===== config.mk =====
export PLATFORM = sky130hd
export DESIGN_NAME = hs_byte_port
export DESIGN_NICKNAME = d
export VERILOG_FILES = /design/src/rtl/hsbp_pkg.sv /design/src/rtl/hsbp_sync.sv /design/src/rtl/hsbp_shifter.sv /design/src/rtl/hsbp_ctrl.sv /design/src/rtl/hs_byte_port.sv
export SDC_FILE = /design/constraint.sdc
export NUM_CORES = 1
export LEC_CHECK = 0
export ABC_CLOCK_PERIOD_IN_PS = 2100
export CAP_MARGIN = 10
export CORE_ASPECT_RATIO = 1.2
export CORE_MARGIN = 1.5
export CORE_UTILIZATION = 48
export DETAILED_ROUTE_END_ITERATION = 12
export MAX_ROUTING_LAYER = met4
export PLACE_DENSITY = 0.81
export SLEW_MARGIN = 20
export SYNTH_ARGS = -nofsm -noshare
export SYNTH_HDL_FRONTEND = slang
export SYNTH_HIERARCHICAL = 1
export SYNTH_SLANG_ARGS = --single-unit

===== constraint.sdc =====
create_clock -name clk_i -period 2.1 [get_ports clk_i]
set_clock_uncertainty 0.1 [all_clocks]
set_input_delay 0.21 -clock clk_i [delete_from_list [all_inputs] [get_ports clk_i]]
set_output_delay 0.21 -clock clk_i [all_outputs]
set_load 0.02 [all_outputs]

===== src/rtl/hsbp_pkg.sv =====
package hsbp_pkg;
  typedef enum logic [1:0] {
    ST_IDLE  = 2'd0,
    ST_SHIFT = 2'd1,
    ST_WAIT  = 2'd2
  } hsbp_state_e;
endpackage


===== src/rtl/hsbp_sync.sv =====
module hsbp_sync #(
  parameter int          WIDTH   = 1,
  parameter logic [WIDTH-1:0] RST_VAL = '0
) (
  input  logic             clk_i,
  input  logic             rst_ni,
  input  logic [WIDTH-1:0] d_i,
  output logic [WIDTH-1:0] q_o
);
  for (genvar g = 0; g < WIDTH; g++) begin : g_bit
    logic s1_q, s2_q;
    always_ff @(posedge clk_i or negedge rst_ni) begin
      if (!rst_ni) begin
        s1_q <= RST_VAL[g];
        s2_q <= RST_VAL[g];
      end else begin
        s1_q <= d_i[g];
        s2_q <= s1_q;
      end
    end
    assign q_o[g] = s2_q;
  end
endmodule


===== src/rtl/hsbp_shifter.sv =====
module hsbp_shifter #(
  parameter int W = 8
) (
  input  logic         clk_i,
  input  logic         rst_ni,
  input  logic         load_i,
  input  logic         clear_i,
  input  logic [W-1:0] load_val_i,
  input  logic         shift_i,
  input  logic         din_i,
  output logic [W-1:0] data_o,
  output logic         msb_o,
  output logic         last_o
);
  localparam int CW = $clog2(W + 1);

  logic [W-1:0]  sh_q;
  logic [CW-1:0] cnt_q;

  always_ff @(posedge clk_i or negedge rst_ni) begin
    if (!rst_ni) begin
      sh_q  <= '0;
      cnt_q <= '0;
    end else if (load_i) begin
      sh_q  <= clear_i ? '0 : load_val_i;
      cnt_q <= '0;
    end else if (shift_i) begin
      sh_q  <= {sh_q[W-2:0], din_i};
      cnt_q <= cnt_q + 1'b1;
    end
  end

  assign data_o = sh_q;
  assign msb_o  = sh_q[W-1];
  // this shift completes the byte
  assign last_o = shift_i && (cnt_q == CW'(W - 1));
endmodule


===== src/rtl/hsbp_ctrl.sv =====
module hsbp_ctrl
  import hsbp_pkg::*;
#(
  parameter int ACK_WAIT_CYC = 1024
) (
  input  logic clk_i,
  input  logic rst_ni,
  input  logic start_i,
  input  logic dir_tx_i,
  input  logic edge_i,
  input  logic last_i,
  input  logic ack_s_i,
  output logic load_o,
  output logic clear_o,
  output logic shift_o,
  output logic cap_o,
  output logic dir_tx_o,
  output logic shifting_o,
  output logic busy_o,
  output logic req_no,
  output logic done_o,
  output logic timeout_o,
  output logic warn_o
);
  localparam int TW = $clog2(ACK_WAIT_CYC + 1);

  hsbp_state_e st_q;
  logic [TW-1:0] wcnt_q;
  logic req_q, dir_q, done_q, to_q, warn_q;

  always_ff @(posedge clk_i or negedge rst_ni) begin
    if (!rst_ni) begin
      st_q   <= ST_IDLE;
      wcnt_q <= '0;
      req_q  <= 1'b1;
      dir_q  <= 1'b0;
      done_q <= 1'b0;
      to_q   <= 1'b0;
      warn_q <= 1'b0;
    end else begin
      done_q <= 1'b0;
      to_q   <= 1'b0;
      unique case (st_q)
        ST_IDLE: if (start_i) begin
          st_q   <= ST_SHIFT;
          req_q  <= 1'b0;
          dir_q  <= dir_tx_i;
          warn_q <= 1'b0;
        end
        ST_SHIFT: if (last_i) begin
          st_q   <= ST_WAIT;
          req_q  <= 1'b1;
          warn_q <= ~ack_s_i;
          wcnt_q <= '0;
        end
        ST_WAIT: begin
          if (ack_s_i) begin
            done_q <= 1'b1;
            st_q   <= ST_IDLE;
          end else if (wcnt_q == TW'(ACK_WAIT_CYC - 1)) begin
            to_q <= 1'b1;
            st_q <= ST_IDLE;
          end else begin
            wcnt_q <= wcnt_q + 1'b1;
          end
        end
        default: st_q <= ST_IDLE;
      endcase
    end
  end

  assign load_o     = (st_q == ST_IDLE) && start_i;
  assign clear_o    = ~dir_tx_i;
  assign shift_o    = (st_q == ST_SHIFT) && edge_i;
  assign cap_o      = (st_q == ST_WAIT) && ack_s_i && !dir_q;
  assign dir_tx_o   = dir_q;
  assign shifting_o = (st_q == ST_SHIFT);
  assign busy_o     = (st_q != ST_IDLE);
  assign req_no     = req_q;
  assign done_o     = done_q;
  assign timeout_o  = to_q;
  assign warn_o     = warn_q;
endmodule


===== src/rtl/hs_byte_port.sv =====
module hs_byte_port #(
  parameter int DW           = 8,
  parameter int ACK_WAIT_CYC = 1024
) (
  input  logic          clk_i,
  input  logic          rst_ni,
  input  logic          start_i,
  input  logic          dir_tx_i,
  input  logic [DW-1:0] tx_byte_i,
  output logic          busy_o,
  output logic          done_o,
  output logic [DW-1:0] rx_byte_o,
  output logic          ack_warn_o,
  output logic          timeout_o,
  input  logic          sclk_i,
  input  logic          sdata_i,
  output logic          sdata_o,
  output logic          sdata_oe_o,
  output logic          req_no,
  input  logic          ack_ni
);
  logic [2:0] sync_s;
  logic sclk_s, sdata_s, ack_s, sclk_q, edge_w;
  logic load_w, clear_w, shift_w, cap_w, dir_q, shifting_w, last_w, msb_w;
  logic [DW-1:0] sh_w;

  // {ack, data, clk}; ack idles high
  hsbp_sync #(.WIDTH(3), .RST_VAL(3'b100)) u_sync (
    .clk_i (clk_i),
    .rst_ni(rst_ni),
    .d_i   ({ack_ni, sdata_i, sclk_i}),
    .q_o   (sync_s)
  );
  assign sclk_s  = sync_s[0];
  assign sdata_s = sync_s[1];
  assign ack_s   = sync_s[2];

  always_ff @(posedge clk_i or negedge rst_ni) begin
    if (!rst_ni) sclk_q <= 1'b0;
    else         sclk_q <= sclk_s;
  end
  assign edge_w = sclk_s & ~sclk_q;

  hsbp_shifter #(.W(DW)) u_shift (
    .clk_i     (clk_i),
    .rst_ni    (rst_ni),
    .load_i    (load_w),
    .clear_i   (clear_w),
    .load_val_i(tx_byte_i),
    .shift_i   (shift_w),
    .din_i     (sdata_s & ~dir_q),
    .data_o    (sh_w),
    .msb_o     (msb_w),
    .last_o    (last_w)
  );

  hsbp_ctrl #(.ACK_WAIT_CYC(ACK_WAIT_CYC)) u_ctrl (
    .clk_i     (clk_i),
    .rst_ni    (rst_ni),
    .start_i   (start_i),
    .dir_tx_i  (dir_tx_i),
    .edge_i    (edge_w),
    .last_i    (last_w),
    .ack_s_i   (ack_s),
    .load_o    (load_w),
    .clear_o   (clear_w),
    .shift_o   (shift_w),
    .cap_o     (cap_w),
    .dir_tx_o  (dir_q),
    .shifting_o(shifting_w),
    .busy_o    (busy_o),
    .req_no    (req_no),
    .done_o    (done_o),
    .timeout_o (timeout_o),
    .warn_o    (ack_warn_o)
  );

  always_ff @(posedge clk_i or negedge rst_ni) begin
    if (!rst_ni)    rx_byte_o <= '0;
    else if (cap_w) rx_byte_o <= sh_w;
  end

  assign sdata_oe_o = shifting_w & dir_q;
  assign sdata_o    = sdata_oe_o & msb_w;
endmodule


== Yosys cells after proc, flatten, opt, wreduce, memory -nomap -nowiden ==
Cells that the tools add are included.

* $add $sub $neg: 2
* Eq/ne operators: 9
* Mux-type cells: 24
* Bitwise logic cells: 7
* Reduce and logical (&&, ||, !) cells: 15

{| class="wikitable"
|+ Operators by type and width
! kind !! number
|-
| $mux W11 || 3
|-
| $mux W8 || 3
|-
| $pmux W11 S2 || 1
|-
| $add A11 B1 Y11 const B || 1
|-
| $eq A11 B10 Y1 const B || 1
|-
| $mux W1 || 8
|-
| $mux W2 || 4
|-
| $mux W4 || 2
|-
| $reduce_bool A2 Y1 || 4
|-
| $ne A2 B2 Y1 const B || 3
|-
| $pmux W2 S3 || 1
|-
| $reduce_and A3 Y1 || 2
|-
| $logic_and A1 B1 Y1 || 5
|-
| $add A4 B1 Y4 const B || 1
|-
| $and A1 B1 Y1 || 4
|-
| $eq A4 B3 Y1 const B || 1
|-
| $pmux W1 S2 || 2
|-
| $reduce_and A4 Y1 || 1
|-
| $ne A3 B2 Y1 const B || 1
|-
| $not A1 Y1 || 3
|-
| $eq A2 B1 Y1 const B || 1
|-
| $eq A2 B2 Y1 const B || 1
|-
| $logic_not A2 Y1 || 1
|-
| $ne A2 B1 Y1 const B || 1
|-
| other kinds (2) || 2
|}

* Bits in registers: 45
* Output and inout port bits: 15
* Logic and storage cells: 74

== Logic depth before layout (Yosys ltp) ==
* Depth in word-level cells: 6
* Mapped depth: 10
* Depth with buffers taken out: 8

== Modules after synthesis ==
The synthesis kept the hierarchy.

{| class="wikitable"
|+ Modules (own cells, without submodules)
! module !! instances !! cells each !! area each (um^2)
|-
| hsbp_ctrl || 1 || 97 || 959.7
|-
| hsbp_shifter || 1 || 48 || 616.8
|-
| hs_byte_port || 1 || 22 || 381.6
|-
| hsbp_sync || 1 || 9 || 175.2
|}

== Least setup slack after synthesis ==
Ideal clock, no wire load.

* Path type: register to register
* From: register u_ctrl.st_q[1]
* To: register u_ctrl.wcnt_q[4]
* Setup time: 0.120 ns
* Data arrival time: 1.763 ns
* Required time: 1.880 ns
* Setup slack: 0.117 ns
* Cell stages (with the launch flop): 10
* Buffers on the path: 3
* Period minus slack after synthesis: 1.983 ns
* Cells stage by stage: dfrtp_1 -> nand2b_1 -> inv_1 -> and2_1 -> buf_6 -> buf_12 -> and4b_2 -> nand3b_2 -> clkbuf_1 -> a31o_1

* Cells in the longest elaborated chain, start to end: 5

{| class="wikitable"
|+ Ends and longest elaborated chain
! item !! RTL line !! text
|-
| from (decl) || hsbp_ctrl.sv:27 || <nowiki>hsbp_state_e st_q;</nowiki>
|-
| from (signal assigned) || hsbp_ctrl.sv:33 || <nowiki>st_q <= ST_IDLE;</nowiki>
|-
| from (signal assigned) || hsbp_ctrl.sv:45 || <nowiki>st_q <= ST_SHIFT;</nowiki>
|-
| from (signal assigned) || hsbp_ctrl.sv:51 || <nowiki>st_q <= ST_WAIT;</nowiki>
|-
| $eq A2 B1 Y1 || -- ||
|-
| named net shifting_w || hs_byte_port.sv:24 || <nowiki>logic load_w, clear_w, shift_w, cap_w, dir_q, shifting_w, last_w, msb_w;</nowiki>
|-
| $logic_and A1 B1 Y1 || hsbp_ctrl.sv:74 || <nowiki>assign shift_o = (st_q == ST_SHIFT) && edge_i;</nowiki>
|-
| named net shift_w || hs_byte_port.sv:24 ||
|-
| $logic_and A1 B1 Y1 || hsbp_shifter.sv:36 || <nowiki>assign last_o = shift_i && (cnt_q == CW'(W - 1));</nowiki>
|-
| named net last_w || hs_byte_port.sv:24 ||
|-
| $ne A2 B1 Y1 (no line) || -- ||
|-
| $reduce_and A4 Y1 (no line) || -- ||
|-
| to (signal assigned) || hsbp_ctrl.sv:64 || <nowiki>wcnt_q <= wcnt_q + 1'b1;</nowiki>
|-
| to (decl) || hsbp_ctrl.sv:28 || <nowiki>logic [TW-1:0] wcnt_q;</nowiki>
|}

The timed path passes the listed nets, and every way through them passes these cells.
A chain may end at the register's enable or synchronous reset.

== Final worst setup path ==
* From: register u_ctrl.st_q[1]
* To: output port sdata_oe_o

* Cells in the longest elaborated chain, start to end: 2

{| class="wikitable"
|+ Ends and longest elaborated chain
! item !! RTL line !! text
|-
| $eq A2 B1 Y1 || hsbp_ctrl.sv:77 || <nowiki>assign shifting_o = (st_q == ST_SHIFT);</nowiki>
|-
| named net shifting_w || hs_byte_port.sv:24 ||
|-
| $and A1 B1 Y1 || hs_byte_port.sv:83 || <nowiki>assign sdata_oe_o = shifting_w & dir_q;</nowiki>
|-
| to (decl) || hs_byte_port.sv:18 || <nowiki>output logic sdata_oe_o,</nowiki>
|}

The timed path passes the listed nets, and every way through them passes these cells.

==> impl_metrics.yaml <==
clocking:
  clkTransAtPathRegs_ns: 0.08
  postCtsSetupBuffers: 0
  cts_tree: "yes"
  cts-buffers-inserted: 5
  clock_latency_ns: 0.30
  cts-root-buf: "clkbuf_8"
  cts_buffer_depth: 2
  htreeDepth: 2
  cts_sinks: 45
sta:
  layout_setup_ws_ns: 0.114
  hold_violations: 0
  max_freq_mhz: 503
  max_slew_margin: 0.629
  worst_pin_slew_ns: 0.556
  min_period_ns: 1.99
  finalSetupTns_ns: 0
  final_max_slew_viol_count: 0
  rsz0062_at_grt: "no"
  whs_ns: 0.210
  setup_viol: 0
  post-route-period-util: 0.946
power:
  p_leak_nw: 1.19
  power.share.switching: 0.282
  power.internal_mw: 1.65
  sequentialPowerShare: 0.494
  p_sw_mw: 0.647
  powerDensity_nw_per_um2: 884
  power_frac_comb: 0.225
  power_mw: 2.29
  peakVddDrop_uv: 484
  clkPwrFrac: 0.281
detailed_routing:
  drt_iter0_drc: 76
  wl_um: 3770
  drt-pass1-iter-count: 5
  drc: 0
  routed_via_density: 5.27
  vias: 1412
  wire_per_inst_um: 14.1
  ant_nets: 0
logic_synthesis:
  synthesis.nets: 193
  yosysTopAreaCellShare: 0.493
  yosysUniqueCellTypes: 49
  synth.area.top_cells: "dfrtp_1, mux2_4, mux2i_1, dfstp_2, o2bb2ai_1"
  syn_inst: 176
  synthFlopType: "dfrtp_1"
  yosysWarnings: 6
  ys_ff_latch: 45
  synth_area_per_cell_um2: 12.1
  yosys.area.top_type: "dfrtp_1"
  ys_seq_area_frac: 0.530
  synth-edff-count: 0
  syn_area_um2: 2130
  synth-async-reset-ratio: 1.00
finish:
  synthToLayoutAreaGrowth_pct: 21.6
  fillers: 334
  final_cells: 268
  nets: 228
  antenna_cells: 0
  drive_gt1_frac: 0.198
floorplan:
  die_h_um: 76.0
  ios: 30
  die_x_um: 63.9
  core-area_um2: 4260
  start_util: 0.501
  dieArea_um2: 4850
  rows: 26
min_path:
  hold_class: "input pin to flip-flop"
  hold_end: "u_sync/g_bit[2].s1_q"
  holdPathStages: 1
  worstHoldStart: "ack_ni"
global_routing:
  use_met1: 0.216
  grt_overflow_total: 0
  grt_max_degree: 46
  grt_pass1_wl_um: 6490
  met2_usage: 0.277
  grt_use_met3: 0.0532
  top_usage_layer: "met2"
  grt_pass1_vias: 1406
  grt.total_usage: 0.178
  antenna_found_initial: 0
critical_path:
  r2r_start: "u_ctrl/st_q[0]"
  critPathArrivalTime_ns: 1.68
  required_ns: 1.79
  r2r_slack_ns: 0.18
  path_class: "flip-flop to primary output"
  end_kind: "primary output"
  crit_fanout: 5
  r2r_end: "u_ctrl/wcnt_q[6]"
  r2r_cells: 6
  startpoint_type: "flip-flop"
job:
  max-cap-violations: 0
place:
  io_buffers: 29
  post-place-ws_ns: 0.146
  gp_congestion: 0.883
  dp_hpwl_um: 2680
  placedCellCount: 259
run_status:
  status: "complete, no violations"
[registers in the layout, summed over array words and instances (netlist names)]
name	cells
u_sync/g_bit.s1_q	3
u_ctrl/st_q	2
u_ctrl/warn_o	1
rx_byte_o	8
u_ctrl/dir_tx_o	1
u_ctrl/wcnt_q	11
u_ctrl/timeout_o	1
u_ctrl/done_o	1
u_ctrl/req_no	1
u_shift/cnt_q	4
sclk_q	1
u_shift/data_o	8
u_sync/g_bit.s2_q	3
[area by class of cell]
cell class | instances | area [µm²] | area share
flip-flops and latches | 45 | 1130 | 0.436
multi-input cells | 110 | 876 | 0.338
repair buffers | 40 | 373 | 0.144
clock buffers | 6 | 72.6 | 0.0280
well taps | 56 | 70.1 | 0.0270
clock inverters | 2 | 38.8 | 0.0150
inverters | 9 | 33.8 | 0.0130
[power by group through the flow]
stage	registers, mW	logic (mW)	clock network (mW)
3_3_place_gp	1.15	0.496	0
4_1_cts	1.14	0.518	0.667
2_1_floorplan	1.16	0.313	0
6_report	1.13	0.515	0.644
5_1_grt	1.16	0.563	0.718
3_5_place_dp	1.15	0.511	0
[worst max path at each step]
stage                        start  slack (ns)          endpoint
floorplan           u_ctrl/st_q[1]        0.12  u_ctrl/wcnt_q[4]
CTS                 u_ctrl/st_q[1]        0.07           sdata_o
global route        u_ctrl/st_q[1]        0.02        sdata_oe_o
finish              u_ctrl/st_q[1]        0.11        sdata_oe_o
detailed placement  u_ctrl/st_q[1]        0.15  u_ctrl/wcnt_q[7]
global placement    u_ctrl/st_q[1]        0.20  u_ctrl/wcnt_q[7]
[logic make-up (layout without fill, tap and decap cells)]
group / Yosys count / after routing / synth area share
DFF: 45 / 45 / 0.530
AOI/OAI and AO/OA: 30 / 30 / 0.116
buffers and inverters: 21 / 57 / 0.0639
adders and majority gates: 2 / 2 / 0.0117
xor gates and xnor gates: 1 / 1 / 0.00411
and+or+nand+nor: 58 / 58 / 0.164
muxes: 19 / 19 / 0.110
[cells in the final DEF, fill, tap and decap left out, types with 4 or more instances in the layout]
cell,instances
nand2_1,12
nor2_1,6
o2bb2ai_1,7
mux2i_1,10
o21ai_0,4
inv_1,9
dfrtp_1,42
nand3_1,10
buf_4,10
clkdlybuf4s50_1,27
clkbuf_8,5
mux2_4,9
nor2b_1,6
[Yosys cell counts, types with 3 or more instances]
cell       instances
a21oi_1            3
and2_1             3
and3_1             3
buf_4              4
buf_6              3
dfrtp_1           42
dfstp_2            3
inv_1              9
mux2_4             9
mux2i_1           10
nand2_1           12
nand3_1           10
nor2_1             6
nor2b_1            6
nor3_1             3
o21ai_0            4
o2bb2ai_1          7
[metrics by stage]
stage                util  cell area (µm²)
floorplan               -             2130
detailed placement  0.578             2460
finish              0.609             2590
global placement    0.578             2460
global route        0.609             2590
CTS                 0.606             2580
[timing repair]
| action | 4_1_cts | 5_1_grt |
|---|---|---|
| setup endpoints to repair | 0 | 2 |
| resized for setup | 0 | 2 |
| hold buffers | 1 | 0 |
| hold endpoints to repair | 42 | 0 |
[metal layers]
layer  vias to the layer above  wire (µm)  part of all wire
met5                         -          0                 0
met4                         0         70             0.019
met3                         6        166             0.044
met2                        29       1910              0.51
met1                       687       1620              0.43
li1                        690          -                 -
[worst max-delay path: stages, from the launching register on]
cell and delay [ns]:
dfrtp_1 0.41, nand2b_1 0.16, inv_1 0.08, and2_1 0.14, clkdlybuf4s50_1 0.60
Power figures use the tool's default switching activity.
